File: src/rtl/brd_pkg.sv
package brd_pkg;

  typedef enum logic [1:0] {
    SRC_LEFT  = 2'd0,
    SRC_CACHE = 2'd1,
    SRC_RIGHT = 2'd2
  } px_src_e;

  // Row takes fresh input: the first row, or rows clear of both border bands.
  function automatic logic row_consumes(int unsigned row, int unsigned height,
                                        int unsigned bw);
    return (row == 0) || ((row > bw) && (row < height - bw));
  endfunction

  // Column reads a sample: the shrunken line has width-(k-1) entries.
  function automatic logic col_reads(int unsigned col, int unsigned width,
                                     int unsigned k);
    return col < width - (k - 1);
  endfunction

  // Output source for a column; the left band wins on overlap.
  function automatic px_src_e col_source(int unsigned col, int unsigned width,
                                         int unsigned bw);
    if (col <= bw)                 return SRC_LEFT;
    else if (col >= width - bw - 1) return SRC_RIGHT;
    else                           return SRC_CACHE;
  endfunction

endpackage

File: src/rtl/brd_scan_ctrl.sv
module brd_scan_ctrl #(
  parameter int CW = 7,
  parameter int RW = 7
) (
  input  logic          clk,
  input  logic          rst_n,
  input  logic          start,
  input  logic [CW-1:0] cfg_width,
  input  logic [RW-1:0] cfg_height,
  input  logic          step,
  output logic          active,
  output logic [CW-1:0] col,
  output logic [RW-1:0] row,
  output logic [CW-1:0] wid,
  output logic [RW-1:0] hgt,
  output logic          last,
  output logic          done
);

  logic row_end;

  assign row_end = (col == wid - CW'(1));
  assign last    = row_end && (row == hgt - RW'(1));

  always_ff @(posedge clk or negedge rst_n) begin
    if (!rst_n) begin
      active <= 1'b0;
      col    <= '0;
      row    <= '0;
      wid    <= '0;
      hgt    <= '0;
      done   <= 1'b0;
    end else begin
      done <= 1'b0;
      if (start) begin
        active <= 1'b1;
        col    <= '0;
        row    <= '0;
        wid    <= cfg_width;
        hgt    <= cfg_height;
      end else if (step) begin
        if (row_end) begin
          col <= '0;
          if (last) begin
            active <= 1'b0;
            row    <= '0;
            done   <= 1'b1;
          end else begin
            row <= row + RW'(1);
          end
        end else begin
          col <= col + CW'(1);
        end
      end
    end
  end

endmodule

File: src/rtl/brd_line_cache.sv
module brd_line_cache #(
  parameter int DATA_W  = 8,
  parameter int CACHE_D = 62,
  parameter int CW      = 7,
  parameter int BW      = 1
) (
  input  logic              clk,
  input  logic              wr_en,
  input  logic              byp_en,
  input  logic [CW-1:0]     col,
  input  logic [DATA_W-1:0] wr_data,
  output logic [DATA_W-1:0] rd_data
);

  localparam int IW = (CACHE_D > 1) ? $clog2(CACHE_D) : 1;

  logic [DATA_W-1:0] mem [CACHE_D];
  logic [CW-1:0]     rd_col;
  logic [DATA_W-1:0] stored;

  assign rd_col = col - CW'(BW);

  always_ff @(posedge clk) begin
    if (wr_en && (32'(col) < 32'(CACHE_D)))
      mem[col[IW-1:0]] <= wr_data;
  end

  assign stored  = (32'(rd_col) < 32'(CACHE_D)) ? mem[rd_col[IW-1:0]] : '0;
  // Only with a zero-wide border can the read slot equal the slot being filled.
  assign rd_data = (byp_en && (rd_col == col)) ? wr_data : stored;

endmodule

File: src/rtl/brd_edge_regs.sv
module brd_edge_regs #(
  parameter int DATA_W = 8,
  parameter int CW     = 7,
  parameter int K      = 3
) (
  input  logic              clk,
  input  logic              rst_n,
  input  logic              take,
  input  logic              need_in,
  input  logic [CW-1:0]     col,
  input  logic [CW-1:0]     wid,
  input  logic [DATA_W-1:0] in_data,
  output logic [DATA_W-1:0] left_px,
  output logic [DATA_W-1:0] right_px
);

  logic [DATA_W-1:0] left_q, right_q;
  logic [CW-1:0]     right_col;
  logic              at_left, at_right;

  assign right_col = wid - CW'(K);
  assign at_left   = (col == '0);
  assign at_right  = (col == right_col);

  always_ff @(posedge clk or negedge rst_n) begin
    if (!rst_n) begin
      left_q  <= '0;
      right_q <= '0;
    end else begin
      if (take && at_left)  left_q  <= in_data;
      if (take && at_right) right_q <= in_data;
    end
  end

  assign left_px  = (need_in && at_left)  ? in_data : left_q;
  assign right_px = (need_in && at_right) ? in_data : right_q;

endmodule

File: src/rtl/brd_pix_select.sv
module brd_pix_select
  import brd_pkg::*;
#(
  parameter int DATA_W = 8
) (
  input  px_src_e           sel,
  input  logic [DATA_W-1:0] left_px,
  input  logic [DATA_W-1:0] right_px,
  input  logic [DATA_W-1:0] cache_px,
  output logic [DATA_W-1:0] pix
);

  always_comb begin
    unique case (sel)
      SRC_LEFT:  pix = left_px;
      SRC_RIGHT: pix = right_px;
      SRC_CACHE: pix = cache_px;
      default:   pix = '0;
    endcase
  end

endmodule

File: src/rtl/border_replicator.sv
module border_replicator
  import brd_pkg::*;
#(
  parameter int DATA_W   = 8,
  parameter int MAX_COLS = 64,
  parameter int MAX_ROWS = 64,
  parameter int K        = 3,
  localparam int CW      = $clog2(MAX_COLS + 1),
  localparam int RW      = $clog2(MAX_ROWS + 1)
) (
  input  logic              clk,
  input  logic              rst_n,
  input  logic              start,
  input  logic [CW-1:0]     cfg_width,
  input  logic [RW-1:0]     cfg_height,
  input  logic              in_valid,
  input  logic [DATA_W-1:0] in_data,
  output logic              in_ready,
  output logic              out_valid,
  output logic [DATA_W-1:0] out_data,
  input  logic              out_ready,
  output logic              done
);

  localparam int BW      = K / 2;
  localparam int CACHE_D = MAX_COLS - (K - 1);

  logic          active, last;
  logic [CW-1:0] col, wid;
  logic [RW-1:0] row, hgt;
  logic          row_cons, col_read, need_in, fire, take;
  px_src_e       sel;
  logic [DATA_W-1:0] left_px, right_px, cache_px;

  assign row_cons  = row_consumes(32'(row), 32'(hgt), BW);
  assign col_read  = col_reads(32'(col), 32'(wid), K);
  assign need_in   = row_cons && col_read;
  assign sel       = col_source(32'(col), 32'(wid), BW);

  assign out_valid = active && (!need_in || in_valid);
  assign in_ready  = active && need_in && out_ready;
  assign fire      = out_valid && out_ready;
  assign take      = fire && need_in;

  brd_scan_ctrl #(.CW(CW), .RW(RW)) u_scan (
    .clk        (clk),
    .rst_n      (rst_n),
    .start      (start),
    .cfg_width  (cfg_width),
    .cfg_height (cfg_height),
    .step       (fire),
    .active     (active),
    .col        (col),
    .row        (row),
    .wid        (wid),
    .hgt        (hgt),
    .last       (last),
    .done       (done)
  );

  brd_line_cache #(.DATA_W(DATA_W), .CACHE_D(CACHE_D), .CW(CW), .BW(BW)) u_cache (
    .clk     (clk),
    .wr_en   (take),
    .byp_en  (need_in),
    .col     (col),
    .wr_data (in_data),
    .rd_data (cache_px)
  );

  brd_edge_regs #(.DATA_W(DATA_W), .CW(CW), .K(K)) u_edges (
    .clk      (clk),
    .rst_n    (rst_n),
    .take     (take),
    .need_in  (need_in),
    .col      (col),
    .wid      (wid),
    .in_data  (in_data),
    .left_px  (left_px),
    .right_px (right_px)
  );

  brd_pix_select #(.DATA_W(DATA_W)) u_sel (
    .sel      (sel),
    .left_px  (left_px),
    .right_px (right_px),
    .cache_px (cache_px),
    .pix      (out_data)
  );

endmodule

File: config.mk
export PLATFORM = sky130hd
export DESIGN_NAME = border_replicator
export DESIGN_NICKNAME = d
export VERILOG_FILES = /design/src/rtl/brd_pkg.sv /design/src/rtl/brd_scan_ctrl.sv /design/src/rtl/brd_line_cache.sv /design/src/rtl/brd_edge_regs.sv /design/src/rtl/brd_pix_select.sv /design/src/rtl/border_replicator.sv
export SDC_FILE = /design/constraint.sdc
export NUM_CORES = 1
export LEC_CHECK = 0
export ABC_AREA = 1
export BUFFER_PORTS_ARGS = -buffer_cell sky130_fd_sc_hd__buf_2
export CORE_MARGIN = 1.5
export CORE_UTILIZATION = 40
export CTS_BUF_LIST = sky130_fd_sc_hd__clkbuf_8
export CTS_CLUSTER_SIZE = 40
export DETAILED_ROUTE_END_ITERATION = 10
export SETUP_SLACK_MARGIN = 0.2
export SLEW_MARGIN = 20
export SYNTH_ARGS = -nofsm -noshare
export SYNTH_HDL_FRONTEND = slang
export SYNTH_SLANG_ARGS = --single-unit
File: constraint.sdc
create_clock -name clk -period 4.6 [get_ports clk]
set_clock_uncertainty 0.05 [all_clocks]
set_input_delay 0.46 -clock clk [delete_from_list [all_inputs] [get_ports clk]]
set_output_delay 0.46 -clock clk [all_outputs]
set_load 0.005 [all_outputs]
# Yosys cells after proc, flatten, opt, wreduce, memory -nomap -nowiden
# Memory sizes are Yosys's and may differ from the RTL's.
# Index checks and enable logic that the tools add are counted.
# word_totals
regBits	46
mem_bits_rw	496
input_bits	27
out_inout_bits	11
wordCells	81
n_memories	1
# mem_list
memory	depth	word_bits	read_ports	rd_ports_with_merged_regs	wr	line	source
u_cache.mem	62	8	1	0	1	brd_line_cache.sv:17	logic [DATA_W-1:0] mem [CACHE_D];
# classes
n_addsub	10
order_cmp	7
n_eq_ne	6
muxes	24
reduce_logical	25
# ops
cell	n
$lt A7 B32 Y1	2
$mux W7	7
$ge A7 B32 Y1	1
$mux W8	4
$eq A7 B7 Y1	4
$pmux W8 S3	1
$sub A7 B1 Y7 const B	3
$sub A7 B1 Y8 const B	2
$add A7 B1 Y7 const B	2
$logic_and A1 B1 Y1	14
$logic_not A7 Y1	2
$lt A7 B6 Y1 const B	2
$mux W1	10
$sub A8 B2 Y9 const B	1
$sub A7 B2 Y8 const B	1
$gt A7 B1 Y1 const B	1
$le A7 B1 Y1 const B	1
$sub A7 B2 Y7 const B	1
$reduce_bool A2 Y1	3
$mux W2	2
$reduce_and A3 Y1	1
$eq A2 B1 Y1 const B	1
$eq A2 B2 Y1 const B	1
$logic_not A2 Y1	1
other kinds (3)	4

# Depth between registers and ports, before layout
# logic_depth
ltp_word	13
ltp_mapped	22
mapped_depth_nobuf	22

# Modules after synthesis
# From an unflattened synthesis, not the netlist that was laid out.
# hier_totals
cells_unflattened	2447
area_unflattened_um2	24956.4
# modules_own_cells
mod	n_inst	cells_per_inst	area_per_inst_um2	seq_area_each_um2
brd_line_cache	1	1773	20544.7	14894.3
brd_scan_ctrl	1	260	1898.1	750.7
brd_edge_regs	1	193	1265.0	400.4
border_replicator	1	184	1061.0	0.0
brd_pix_select	1	37	187.7	0.0

# Worst setup path after synthesis
# OpenSTA, ideal clock, no wires.
# synth_timing
path_type	reg2reg
startpoint	register u_scan.wid[1]
endpoint	memory u_cache.mem[56][0] (enable)
arrival_time_ns	3.239
setup_slack_ns	0.916
path_stages_with_launch	15
synth_period_minus_slack_ns	3.684
path_cell_list	dfrtp_1 -> inv_1 -> ha_1 -> nand2_1 -> nor2_1 -> xor2_1 -> ha_1 -> a21o_1 -> a21oi_1 -> o21ai_0 -> nand2_1 -> buf_2 -> nand4_4 -> clkbuf_1 -> nor4_1
# synth_between
elab_chain_cells	11
# synth_rtl
element	line	source
start: declaration	brd_scan_ctrl.sv:14	output logic [CW-1:0] wid,
start signal: assignment	brd_scan_ctrl.sv:39	wid <= cfg_width;
$sub A7 B2 Y8 *	brd_pkg.sv:18	return col < width - (k - 1);
$lt A7 B32 Y1 *	brd_pkg.sv:18	
$logic_and A1 B1 Y1 *	border_replicator.sv:37	assign need_in = row_cons && col_read;
$logic_not A1 Y1	border_replicator.sv:40	assign out_valid = active && (!need_in || in_valid);
$logic_or A1 B1 Y1	border_replicator.sv:40	
$logic_and A1 B1 Y1	border_replicator.sv:40	
$logic_and A1 B1 Y1	border_replicator.sv:42	assign fire = out_valid && out_ready;
$logic_and A1 B1 Y1 *	border_replicator.sv:43	assign take = fire && need_in;
$logic_and A1 B1 Y1 *	brd_line_cache.sv:24	if (wr_en && (32'(col) < 32'(CACHE_D)))
$mux W1 *	brd_line_cache.sv:24	
$mux W1 (not written as such) *	brd_line_cache.sv:25	mem[col[IW-1:0]] <= wr_data;
end: declaration	brd_line_cache.sv:17	
# Every way passes the cells marked *; elsewhere a longest branch is shown, timed or not.

# Worst setup path in the final report
# layout_timing
startpoint	register u_scan.col[0]
endpoint	output out_data[2]
# layout_between
elab_chain_cells	5
# layout_rtl
element	line	source
start: declaration	brd_scan_ctrl.sv:12	output logic [CW-1:0] col,
start signal: assignment	brd_scan_ctrl.sv:52	col <= col + CW'(1);
$sub A7 B1 Y7 (tied with other cells)	brd_line_cache.sv:21	assign rd_col = col - CW'(BW);
$mem_v2 Z62 W8 (tied with other cells)	n/a	
$mux W8 (tied with other cells)	brd_line_cache.sv:28	assign stored = (32'(rd_col) < 32'(CACHE_D)) ? mem[rd_col[IW-1:0]] : '0;
$mux W8 (tied with other cells)	brd_line_cache.sv:30	assign rd_data = (byp_en && (rd_col == col)) ? wr_data : stored;
$pmux W8 S3 *	brd_pix_select.sv:14	unique case (sel)
end: declaration	border_replicator.sv:20	output logic [DATA_W-1:0] out_data,
# Marks and branches as above.

==> reports/results.md <==
| Result | This run | Unit |
|:---|:---|:---|
| Highest-count cells in the layout ignoring fill and taps | sky130_fd_sc_hd__nand2_1 (621), sky130_fd_sc_hd__edfxtp_1 (496), sky130_fd_sc_hd__nand3_1 (476) | - |
| Clock sink total | 542 | - |
| Max incr delay on CP | 0.60 | ns |
| Via-per-instance ratio | 5.306 | - |
| TritonCTS clock tree | done | - |
| Total DRC errors in the routed layout | 0 | - |
| Crit Reg-Reg Startpoint | u_scan.wid[2]$_DFFE_PN0P_ | - |
| Busiest layer in global routing | met2 | - |
| Cells along the critical path | inv_6 -> nand2_2 -> inv_1 -> nand2_1 -> nand2_1 -> buf_4 -> buf_6 -> nand3_1 -> nand3_1 -> nand3_1 -> nand2_1 -> nand3b_1 -> nand3_1 -> buf_2 | - |
| Final weighted congestion of routability-driven global placement | 0.8690 | - |
| Wire length reported by the detailed router | 65.07 | mm |
| Cells after synthesis | 2,244 | - |
| Area fraction in and, or, nand and nor cells after synthesis | 0.2426 | - |
| Overall power of the completed layout | 12.97 | mW |
| Share of cell area taken by muxes after synthesis | 0 | - |
| Number of global-route vias before repair | 16,650 | - |
| Routed vias | 16,900 | - |
| Iteration count of the initial detailed-routing pass | 6 | - |
| Dominant combinational cell family by area after synthesis | simple AND/OR/NAND/NOR gates | - |
| Maximum clock insertion buffer count | 3 | - |
| Final setup fails | 0 | - |
| Crit path buffers/inverters | 5 | - |
| Setup repair after global routing missed its margin | false | - |
| Total Die Area | 61,780 | um^2 |
| Maximum ir drop on the vdd rail | 0.2371 | mV |
| Max stage delay cell, worst path | sky130_fd_sc_hd__dfrtp_4 | - |
| Reg2Reg Setup Slack | 0.67 | ns |
| Worst-path maximum fanout | 24 | - |
| Effective utilization at floorplan | 0.4063 | - |
| Required @ worst endpoint | 4.09 | ns |
| H-tree lvl count | 3 | - |
| Final Slew Violations | 0 | - |
| Num CTS Buffers | 91 | - |
| Pwr per Cell Area | 474.6 | nW/um^2 |
| Static power due to leakage | 10.34 | nW |
| Share of flip-flops with an asynchronous set or reset | 0.08487 | - |
| Most area-hungry cell type in the Yosys netlist | sky130_fd_sc_hd__edfxtp_1 | - |
| Nets | 2,391 | - |
| Startpoint Class | flip-flop | - |
| Remaining global-route overflow | 0 | - |
| Accumulated negative setup slack | 0 | ns |
| Port bufs | 37 | - |
| Parity-gate share of the synthesized area counting xor and xnor cells | 0.01728 | - |
| Most common cell after layout, fill and taps aside | sky130_fd_sc_hd__nand2_1 | - |
| Total Routing Usage GR | 0.2087 | - |
| Worst min-delay path category | in2async | - |
| Maximum number of pins on one net before global-route repair | 215 | - |
| Crit path kind | reg2out | - |
| Final period demand of the worst path | 4.210 | ns |
| EDFF count, synth | 496 | - |
| Area fraction of the dominant cell type after synthesis | 0.6176 | - |
| Placed wire-length estimate after detailed placement | 38.51 | mm |
| Worst-Margin Slew | 0.9560 | ns |
| R2R cell count | 14 | - |
| Worst Hold Slack | 0.1326 | ns |
| Met2 track demand over resource | 0.3429 | - |
| Wire length of the first global-routing pass | 98.44 | mm |
| Maximum clock rate | 0.2375 | GHz |
| Initial DRC Count | 1,418 | - |
| Type of destination of the critical path | output pin | - |
| Core Footprint | 59,350 | um^2 |
| Flops & latches, synth | 542 | - |
| Number of maximum-capacitance constraint violations | 0 | - |
| Kind of cell with the highest combined delay on the critical path | simple AND/OR/NAND/NOR gates | - |
| Adder-cell share of the synthesized area | 0.01764 | - |
| Met1 capacity usage during global routing | 0.2718 | - |
| I/O pin cnt | 38 | - |
| Outcome | finished clean | - |
| Leading post-synthesis cells by cell area | sky130_fd_sc_hd__edfxtp_1 (62%), sky130_fd_sc_hd__nand3_1 (9.9%), sky130_fd_sc_hd__nand2_1 (9.7%) | - |
| Synth-to-layout area growth | 13.28 | % |
| Die W | 248.6 | um |
| Mapped cell area | 24,120 | um^2 |
| Proportion of layout cells with a drive suffix above 1 | 0.1080 | - |
| Synth Net Count | 2,305 | - |
| Clock Tree Root | sky130_fd_sc_hd__clkbuf_8 | - |
| Arrival time of the worst setup path | 3.70 | ns |
| Flip-flop cell with the highest count after synthesis | sky130_fd_sc_hd__edfxtp_1 | - |
| Reg2reg end | u_cache.mem[6][0]$_DFFE_PP_ | - |
| Floorplan die height | 248.6 | um |
| GR met3 Demand/Resource | 0.04072 | - |
| # rows | 89 | - |
| Total number of yosys warnings | 0 | - |
| Fin crit share | 0.9152 | - |
| Compound-gate portion of the synthesized area | 0.02143 | - |
| Clock slew at reported path FFs | 0.06 | ns |
| Initial antenna violation count | 4 | - |
| Cell seen most often among critical-path stages | sky130_fd_sc_hd__nand3_1 | - |
| Clock latency reported for the late side of the worst-skew pair | 0.69 | ns |
| Slew margin rel. | 0.3609 | - |
| Endpoints failing hold | 0 | - |
| Antenna Violating Nets Remaining | 0 | - |
| Synthesized area divided by synthesized cell count | 10.75 | um^2 |
| Sequential area share after synthesis | 0.6653 | - |
| Wire length per cell after detailed routing | 20.44 | um |
| Yosys cell types | 43 | - |
[flip-flops by register name, summed over array words and instances, names as in the netlist]
name             cells
u_cache.mem        496
u_scan.active        1
u_scan.col           7
u_scan.row           7
u_edges.left_q       8
u_edges.right_q      8
u_scan.wid           7
u_scan.hgt           7
u_scan.done          1
[power breakdown]
| part | switching (mW) | internal, mW | leakage [nW] |
|---|---|---|---|
| Combinational | 2.39 | 1.02 | 4.30 |
| Clock | 2.00 | 2.05 | 0.983 |
| Sequential | 0.0562 | 5.46 | 5.05 |
[layout make-up]
type / count / area (um^2)
multi-input combinational: 1498 / 7293
tap: 773 / 967.2
antenna: 3 / 7.507
sequential: 542 / 16050
clock buffer: 91 / 1252
fill: 5502 / 32030
inverter: 83 / 326.6
clock inverter: 80 / 457.9
timing repair buffer: 114 / 964.7
[cell usage after synthesis (19+ instances only)]
master / instances
sky130_fd_sc_hd__nand2_1: 622
sky130_fd_sc_hd__edfxtp_1: 496
sky130_fd_sc_hd__nand3_1: 477
sky130_fd_sc_hd__nor2_1: 157
sky130_fd_sc_hd__inv_1: 73
sky130_fd_sc_hd__o21ai_0: 67
sky130_fd_sc_hd__clkbuf_1: 58
sky130_fd_sc_hd__dfrtp_1: 46
sky130_fd_sc_hd__buf_2: 40
sky130_fd_sc_hd__ha_1: 34
sky130_fd_sc_hd__xor2_1: 27
sky130_fd_sc_hd__nand4_1: 19
[cell families (layout without fill, tap and decap cells)]
group,Yosys count,count (layout)
AND/OR/NAND/NOR,1327,1327
flip-flops,542,542
buffers and inverters,204,368
AO/OA/AOI/OAI,92,92
XOR/XNOR,45,45
adder cells (fa/ha/maj),34,34
other,0,3
[how the worst max path moves through the flow]
stage,startpoint,to,slack (ns),cells after the start
finish,u_scan.col[0]$_DFFE_PN0P_,out_data[2],0.39,14
global route,u_scan.wid[2]$_DFFE_PN0P_,out_data[1],0.17,23
CTS,u_scan.wid[1]$_DFFE_PN0P_,out_data[0],0.20,17
detailed placement,u_scan.wid[1]$_DFFE_PN0P_,u_cache.mem[39][4]$_DFFE_PP_,0.62,14
global placement,u_scan.wid[1]$_DFFE_PN0P_,u_cache.mem[6][0]$_DFFE_PP_,0.73,14
floorplan,u_scan.wid[1]$_DFFE_PN0P_,u_cache.mem[56][0]$_DFFE_PP_,0.92,14
[per-stage QoR]
step           worst slack [ns]    util  std cells  area [um^2]
2_1_floorplan            0.9162       -       2244        24120
3_3_place_gp             0.7267  0.4254       2986        25250
3_5_place_dp             0.6168  0.4254       2986        25250
4_1_cts                  0.2014  0.4572       3174        27140
5_1_grt                  0.1667  0.4602       3181        27310
6_report                 0.3901  0.4603       3184        27320
[repair_timing]
action / CTS / global route
setup endpoints to repair: 8 / 8
cloned: 0 / 2
buffers inserted: 0 / 5
gates resized for setup: 2 / 22
pin swaps: 0 / 1
hold endpoints to repair: 28 / 0
hold buffers: 17 / 0
[worst register-to-register path: stages, from the launching register on]
cell and delay, ns:
sky130_fd_sc_hd__dfrtp_1 0.42, sky130_fd_sc_hd__inv_2 0.14, sky130_fd_sc_hd__ha_2 0.24, sky130_fd_sc_hd__nand2_1 0.07, sky130_fd_sc_hd__nor2_1 0.15, sky130_fd_sc_hd__xor2_1 0.17, sky130_fd_sc_hd__ha_1 0.26, sky130_fd_sc_hd__a21o_1 0.19
sky130_fd_sc_hd__a21oi_1 0.13, sky130_fd_sc_hd__o21ai_0 0.10, sky130_fd_sc_hd__nand2_1 0.17, sky130_fd_sc_hd__nand4_4 0.26, sky130_fd_sc_hd__nor2_8 0.33, sky130_fd_sc_hd__nand3_2 0.25, sky130_fd_sc_hd__nor2_1 0.63
[metal layers]
metal	vias up	share of wire
li1	8013	-
met1	8164	0.42
met2	582	0.48
met3	136	0.067
met4	0	0.039
met5	-	0
(Power assumes the default switching activity.)
